### src/rtl/corr_mul_pkg.sv
package corr_mul_pkg;

  // Strobes from control to datapath
  typedef struct packed {
    logic load;   // capture a new product
    logic clear;  // zero the product register
  } mulStrobes_t;

endpackage

### src/rtl/corr_mul_ctrl.sv
module corr_mul_ctrl
  import corr_mul_pkg::*;
(
  input  logic        clk,
  input  logic        rst,
  input  logic        inValid,
  output mulStrobes_t strobes,
  output logic        outValid
);

  always_comb begin
    strobes.clear = rst;
    strobes.load  = inValid & ~rst;
  end

  always_ff @(posedge clk) begin
    if (rst) outValid <= 1'b0;
    else     outValid <= inValid;
  end

  // output valid follows the input strobe by one cycle
  p_valid_rise_r6: assert property (@(posedge clk) disable iff (rst)
    inValid |=> outValid);
  p_valid_fall_r6: assert property (@(posedge clk) disable iff (rst)
    !inValid |=> !outValid);

endmodule

### src/rtl/corr_mul_dp.sv
module corr_mul_dp
  import corr_mul_pkg::*;
#(
  parameter int WIDTH = 8
)(
  input  logic               clk,
  input  mulStrobes_t        strobes,
  input  logic               signedMode,
  input  logic [WIDTH-1:0]   opA,
  input  logic [WIDTH-1:0]   opB,
  output logic [2*WIDTH-1:0] product
);

  localparam int PW  = 2 * WIDTH;
  localparam int MSB = WIDTH - 1;

  logic [PW-1:0]    baseProd;
  logic [WIDTH-1:0] ops     [2];
  logic [WIDTH-1:0] corrTerm[2];
  logic [WIDTH-1:0] hiSum;
  logic [PW-1:0]    result;

  assign ops[0]   = opA;
  assign ops[1]   = opB;
  assign baseProd = {{WIDTH{1'b0}}, opA} * {{WIDTH{1'b0}}, opB};

  // One correction per operand: a negative operand adds the negated partner
  for (genvar i = 0; i < 2; i++) begin : g_corr
    always_comb begin
      if (signedMode && ops[i][MSB])
        corrTerm[i] = ~ops[1-i] + WIDTH'(1);
      else
        corrTerm[i] = '0;
    end
  end

  // Shift by WIDTH is wiring: the corrections land only in the upper half
  assign hiSum  = baseProd[PW-1:WIDTH] + corrTerm[0] + corrTerm[1];
  assign result = {hiSum, baseProd[WIDTH-1:0]};

  always_ff @(posedge clk) begin
    if (strobes.clear)     product <= '0;
    else if (strobes.load) product <= result;
  end

  // a zero operand gives a zero product in either mode
  p_zero_operand_r1: assert property (@(posedge clk) disable iff (strobes.clear)
    strobes.load && (opA == '0 || opB == '0) |=> product == '0);

  // unsigned mode leaves the upper half of the raw product untouched
  p_unsigned_plain_r5: assert property (@(posedge clk) disable iff (strobes.clear)
    !signedMode |-> hiSum == baseProd[PW-1:WIDTH]);

  // no load, no change
  p_hold_r7: assert property (@(posedge clk)
    !strobes.load && !strobes.clear |=> $stable(product));

  // clear empties the register
  p_clear_r8: assert property (@(posedge clk)
    strobes.clear |=> product == '0);

endmodule

### src/rtl/corr_mul.sv
module corr_mul
  import corr_mul_pkg::*;
#(
  parameter int WIDTH = 8
)(
  input  logic               clk,
  input  logic               rst,
  input  logic               inValid,
  input  logic               signedMode,
  input  logic [WIDTH-1:0]   opA,
  input  logic [WIDTH-1:0]   opB,
  output logic               outValid,
  output logic [2*WIDTH-1:0] product
);

  mulStrobes_t strobes;

  corr_mul_ctrl u_ctrl (
    .clk      (clk),
    .rst      (rst),
    .inValid  (inValid),
    .strobes  (strobes),
    .outValid (outValid)
  );

  corr_mul_dp #(.WIDTH(WIDTH)) u_dp (
    .clk        (clk),
    .strobes    (strobes),
    .signedMode (signedMode),
    .opA        (opA),
    .opB        (opB),
    .product    (product)
  );

endmodule

### config.mk
export PLATFORM = sky130hd
export DESIGN_NAME = corr_mul
export DESIGN_NICKNAME = d
export VERILOG_FILES = /design/src/rtl/corr_mul_pkg.sv /design/src/rtl/corr_mul_ctrl.sv /design/src/rtl/corr_mul_dp.sv /design/src/rtl/corr_mul.sv
export SDC_FILE = /design/constraint.sdc
export NUM_CORES = 1
export LEC_CHECK = 0
export BUFFER_PORTS_ARGS = -buffer_cell sky130_fd_sc_hd__buf_2
export CAP_MARGIN = 20
export CORE_MARGIN = 4
export CORE_UTILIZATION = 65
export DETAILED_ROUTE_END_ITERATION = 8
export MAX_ROUTING_LAYER = met4
export PLACE_DENSITY = 0.94
export SLEW_MARGIN = 10
export SYNTH_ARGS = -nofsm -noshare
export SYNTH_HDL_FRONTEND = slang
export SYNTH_SLANG_ARGS = --single-unit
### constraint.sdc
create_clock -name clk -period 13.05 [get_ports clk]
set_input_delay 2.61 -clock clk [delete_from_list [all_inputs] [get_ports clk]]
set_output_delay 2.61 -clock clk [all_outputs]
set_load 0.01 [all_outputs]
### Word level (Yosys, flattened, before mapping)

Cells that the tools add are included.
Widths: inputs -> output; s select.

| operators by class | value |
|---|---|
| add/sub/neg operators | 4 |
| $mul | 1 |
| div/mod/pow operators | 0 |
| magnitude comparators | 0 |
| eq/ne operators | 0 |
| shifts and indexed selects | 0 |
| muxes and demuxes | 2 |
| bitwise logic cells | 4 |
| reductions and logical operators | 2 |

Operators with widths:

| cell | count |
|---|---|
| $add 8x1->8 const B | 2 |
| $add 8x8->8 | 2 |
| $mul 8x8->16 | 1 |
| $mux 8 | 2 |
| $not 8->8 | 2 |
| $logic_and 1x1->1 | 2 |
| $and 1x1->1 | 1 |
| $not 1->1 | 1 |

| storage, ports and cells | value |
|---|---|
| bits in registers | 17 |
| bits in latches | 0 |
| memory bits (writable) | 0 |
| bits in read-only memories | 0 |
| input port bits | 20 |
| output and inout port bits | 17 |
| logic and storage cells | 15 |
| memories kept | 0 |

### Logic depth before layout (Yosys ltp)

| logic depth | value |
|---|---|
| word-level depth | 5 |
| mapped depth | 26 |

### Modules after synthesis

A second synthesis with hierarchy kept.

| unflattened totals | value |
|---|---|
| cells, all modules | 405 |
| area total of the unflattened synthesis | 3469.6 um2 |

By module, submodules not included:

| module | times used | cells each | area an instance (um2) | seq. area each (um2) |
|---|---|---|---|---|
| corr_mul_dp | 1 | 401 | 3429.5 | 320.3 |
| corr_mul_ctrl | 1 | 4 | 40.0 | 20.0 |

### Worst setup path before layout

No wires, ideal clock.

| timing path | value |
|---|---|
| path type | input-to-reg |
| start | in opB[6] |
| end | reg u_dp.product[15] |
| library setup time | 69 ps |
| arrival time | 8133 ps |
| slack | 4848 ps |
| stages | 25 |
| path buffers | 1 |
| cells stage by stage | clkbuf_1 -> nand2_1 -> fa_1 -> fa_1 -> inv_1 -> fa_1 -> inv_1 -> fa_1 -> inv_1 -> ha_1 -> o21a_1 -> o31a_2 -> o21ai_0 -> nand2b_1 -> xnor2_1 -> fa_1 -> inv_1 -> ha_1 -> fa_1 -> a211oi_1 -> o21bai_1 -> a21oi_1 -> xnor2_1 -> xnor3_1 -> o21ai_1 |

| on the way | value |
|---|---|
| longest elaborated chain between the ends | 5 |
| elaborated cells on any way between the ends | 6 |

Ends and longest elaborated chain:

| element | RTL line | RTL |
|---|---|---|
| from (decl) | corr_mul.sv:11 | `input logic [WIDTH-1:0] opB,` |
| branches (longest 3 deep; another with $mul 8x8->16) | - |  |
| $add 8x8->8 (*) (2 in series) | corr_mul_dp.sv:38 | `assign hiSum = baseProd[PW-1:WIDTH] + corrTerm[0] + corrTerm[1];` |
| to (signal assigned) | corr_mul_dp.sv:43 | `else if (strobes.load) product <= result;` |
| to (decl) | corr_mul_dp.sv:11 | `output logic [2*WIDTH-1:0] product` |

Mark *: on every way between the ends.
A chain may end at the register's enable or synchronous reset.

### Final worst setup path

| timing path | value |
|---|---|
| start | in opA[0] |
| end | reg u_dp.product[15] |

| on the way | value |
|---|---|
| longest elaborated chain between the ends | 4 |
| elaborated cells on any way between the ends | 6 |

Ends and longest elaborated chain:

| element | RTL line | RTL |
|---|---|---|
| from (decl) | corr_mul.sv:10 | `input logic [WIDTH-1:0] opA,` |
| branches (longest 3 deep; another with $mul 8x8->16) | - |  |
| $add 8x8->8 (*) | corr_mul_dp.sv:38 |  |

Marks and branches as above.

==> flow_metrics.tcl <==
set metrics [dict create \
    wl_met2_um 4030 \
    place_area_um2 3640 \
    pwr-share-clk 0.065 \
    cts_resized 0 \
    final_nets 542 \
    skew_ns 0 \
    num_antenna_cells 0 \
    post_cts_buffers 0 \
    pre_cts_ws_ns 4.43 \
    gp_congestion 0.924 \
    synth_area_um2 3420 \
    syn_area_per_cell_um2 8.41 \
    grt_start_max_net_pins 18 \
    rsz0062_at_grt "false" \
    outcome "finished, final reports clean" \
    cts_buffer_depth 2 \
    overflow 0 \
    critPathSlowestCell "fa_1" \
    initial_core_util 0.670 \
    critical_path_required_ns 13.24 \
    p_int_w 0.000297 \
    ys_warn_count 0 \
    die_y_um 80.6 \
    maxSlewViolCount 0 \
    min-delay-path-class "reg -> reg" \
    whs_path_depth 2 \
    root_buffer "clkbuf_8" \
    ys_seq_area_frac 0.0994 \
    syn-num-nets 515 \
    dp_hpwl_um 6320 \
    drt-total-wl_um 7740 \
    synth-seq-cells 17 \
    fp.dieArea_um2 6490 \
    cts_max_level 1 \
    drive_above_1_share 0.109 \
    tightest_slew_ns 0.378 \
    p_sw_w 0.000304 \
    setup_viol 0 \
    p_comb_frac 0.816 \
    r2r_cells 2 \
    portBuffers 36 \
    final_cell_area_um2 3680 \
    cp.arrival_ns 8.56 \
    most-common-layout-cells "74 x inv_1, 48 x and2_1, 44 x fa_1, 44 x ha_1, 36 x buf_2" \
    finalPower_w 0.000602 \
    top_layer_used "met4" \
    path_depth 25 \
    grt_pass1_wl_um 13200 \
    ir_worst_vdd_v 0.000169 \
    via_per_inst 5.62 \
    cp-start-kind "input pin" \
    maxCapViolations 0 \
    fin_crit_ns 8.37 \
    cpMostUsedCell "fa_1" \
    critPathKind "in -> reg" \
    switching_share 0.506 \
    wirelength_met1_um 3070 \
    wl_met3_um 486 \
    wire_per_inst_um 15.4 \
    p_leak_nw 1.95 \
    grt_usage 0.265 \
    critPathTopFamily "adder cells" \
    fin_tns_setup_ns 0 \
    via_count 2828 \
    core.rowCount 26 \
    synthCells 407 \
    dieWidth_um 80.6 \
    hold_viol 0 \
    path_clk_slew_ns 0.06 \
    ys_types 42 \
    fmax_mhz 119 \
    grt_pass1_vias 2946 \
    finalCritPeriodShare 0.642 \
    cp_max_fo 10 \
    cts_tree "done" \
    antenna_found_initial 0 \
    slew_headroom 0.746 \
    drtIter0Drc 144 \
    layout.cells.most_common "inv_1" \
    seq_power_share 0.118 \
    cts.sinks 17 \
    pwr_density_cell_nw_per_um2 163 \
    cp_slowest_stage_delay_ns 0.54 \
    cp.buffers_inverters 5 \
    cts_buffers 3 \
    io_pins 37 \
    core_um2 5110 \
    drc_errors 0 \
    insertion_delay_ns 0.25 \
    dr.pass1.iters 4 \
    area_growth_pct 7.57 \
    holdBufCountCts 0 \
    timing.final.ws_setup_ns 4.68 \
    cp-end-kind "register" \
    ant_nets 0 \
]
[cell usage after synthesis]
master     instances  share of area
nor4_1             2         0.0037
dfxtp_1           17          0.099
a211oi_1           5          0.011
buf_2              1         0.0015
o21a_1             2         0.0044
a21oi_2            1         0.0026
nand2b_1           8          0.015
a31oi_1            2         0.0037
mux2i_1            7          0.020
o22ai_1            1         0.0018
a2111oi_4          1         0.0080
o21bai_1           5          0.011
ha_1              44           0.16
o31a_2             1         0.0029
a21o_1             3         0.0066
nor2b_1            2         0.0037
a21o_2             1         0.0026
xnor2_1           12          0.031
nor2_1            31          0.034
o311ai_0           1         0.0026
and2_1            48          0.088
o211ai_2           1         0.0037
o21ai_1            2         0.0029
and3_1             5         0.0091
a21oi_1           16          0.023
xor2_1             6          0.015
and2_0             2         0.0037
inv_1             74          0.081
xnor3_1            1         0.0066
nor3_4             1         0.0048
clkinv_1           1         0.0011
or3_1              1         0.0018
nand2_1           22          0.024
fa_1              44           0.26
nand3_1            6         0.0088
o21ai_2            1         0.0026
nor3_1             2         0.0029
clkbuf_1          13          0.014
nor3_2             1         0.0029
o21ai_0           11          0.016
nand3b_1           1         0.0022
nand4_1            1         0.0018
[cell type report]
| class | instances | area, µm² |
|---|---|---|
| Tap cell | 70 | 87.6 |
| Inverter | 75 | 282 |
| Sequential cell | 17 | 340 |
| Clock buffer | 4 | 45.0 |
| Fill cell | 385 | 1430 |
| Multi-Input combinational cell | 301 | 2750 |
| Timing Repair Buffer | 36 | 180 |
[power by group through the flow]
stage | logic (W) | clock network (W) | registers (W)
2_1_floorplan | 0.000369 | 0 | 0.0000783
3_3_place_gp | 0.000463 | 0 | 0.0000716
3_5_place_dp | 0.000484 | 0 | 0.0000723
4_1_cts | 0.000490 | 0.0000406 | 0.0000713
5_1_grt | 0.000559 | 0.0000430 | 0.0000728
6_report | 0.000491 | 0.0000392 | 0.0000713
[worst register-to-register path, delay by kind of cell, from the launching register on]
family | cells | cell delay [ns]
AND/OR/NAND/NOR | 1 | 0.05
flip-flops | 1 | 0.32
AO/OA/AOI/OAI | 1 | 0.22
[cells by family after synthesis]
logic type | count (synthesis) | synth area share
AO/OA/AOI/OAI | 54 | 0.106
adder cells (fa/ha/maj) | 88 | 0.418
buffers and inverters | 89 | 0.0980
AND/OR/NAND/NOR | 133 | 0.206
flip-flops | 17 | 0.0994
multiplexers | 7 | 0.0205
XOR/XNOR | 19 | 0.0526
[metrics by stage]
stage | hold slack [ns] | std cells | util
detailed placement | 0.475 | 499 | 0.712
global route | 0.502 | 503 | 0.721
CTS | 0.486 | 503 | 0.721
floorplan | 0.476 | 407 | -
finish | 0.482 | 503 | 0.721
global placement | 0.447 | 499 | 0.712
[layer usage]
| metal | up-vias | GRT usage |
|---|---|---|
| li1 | 1338 | - |
| met1 | 1360 | 0.318 |
| met4 | 0 | 0.0946 |
| met2 | 111 | 0.450 |
| met5 | - | - |
| met3 | 19 | 0.0460 |
[sequential cells by signal, indices dropped and copies added (netlist names)]
signal / count
u_ctrl.outValid: 1
u_dp.product: 16
[path summary, 6_finish.rpt]
kind / startpoint / to / slack [ns]
max: opA[0] / u_dp.product[15] / 4.68
max reg2reg: u_dp.product[11] / u_dp.product[11] / 12.37
min reg2reg: u_dp.product[15] / u_dp.product[15] / 0.48
min: u_dp.product[15] / u_dp.product[15] / 0.48
(Power assumes the default switching activity.)
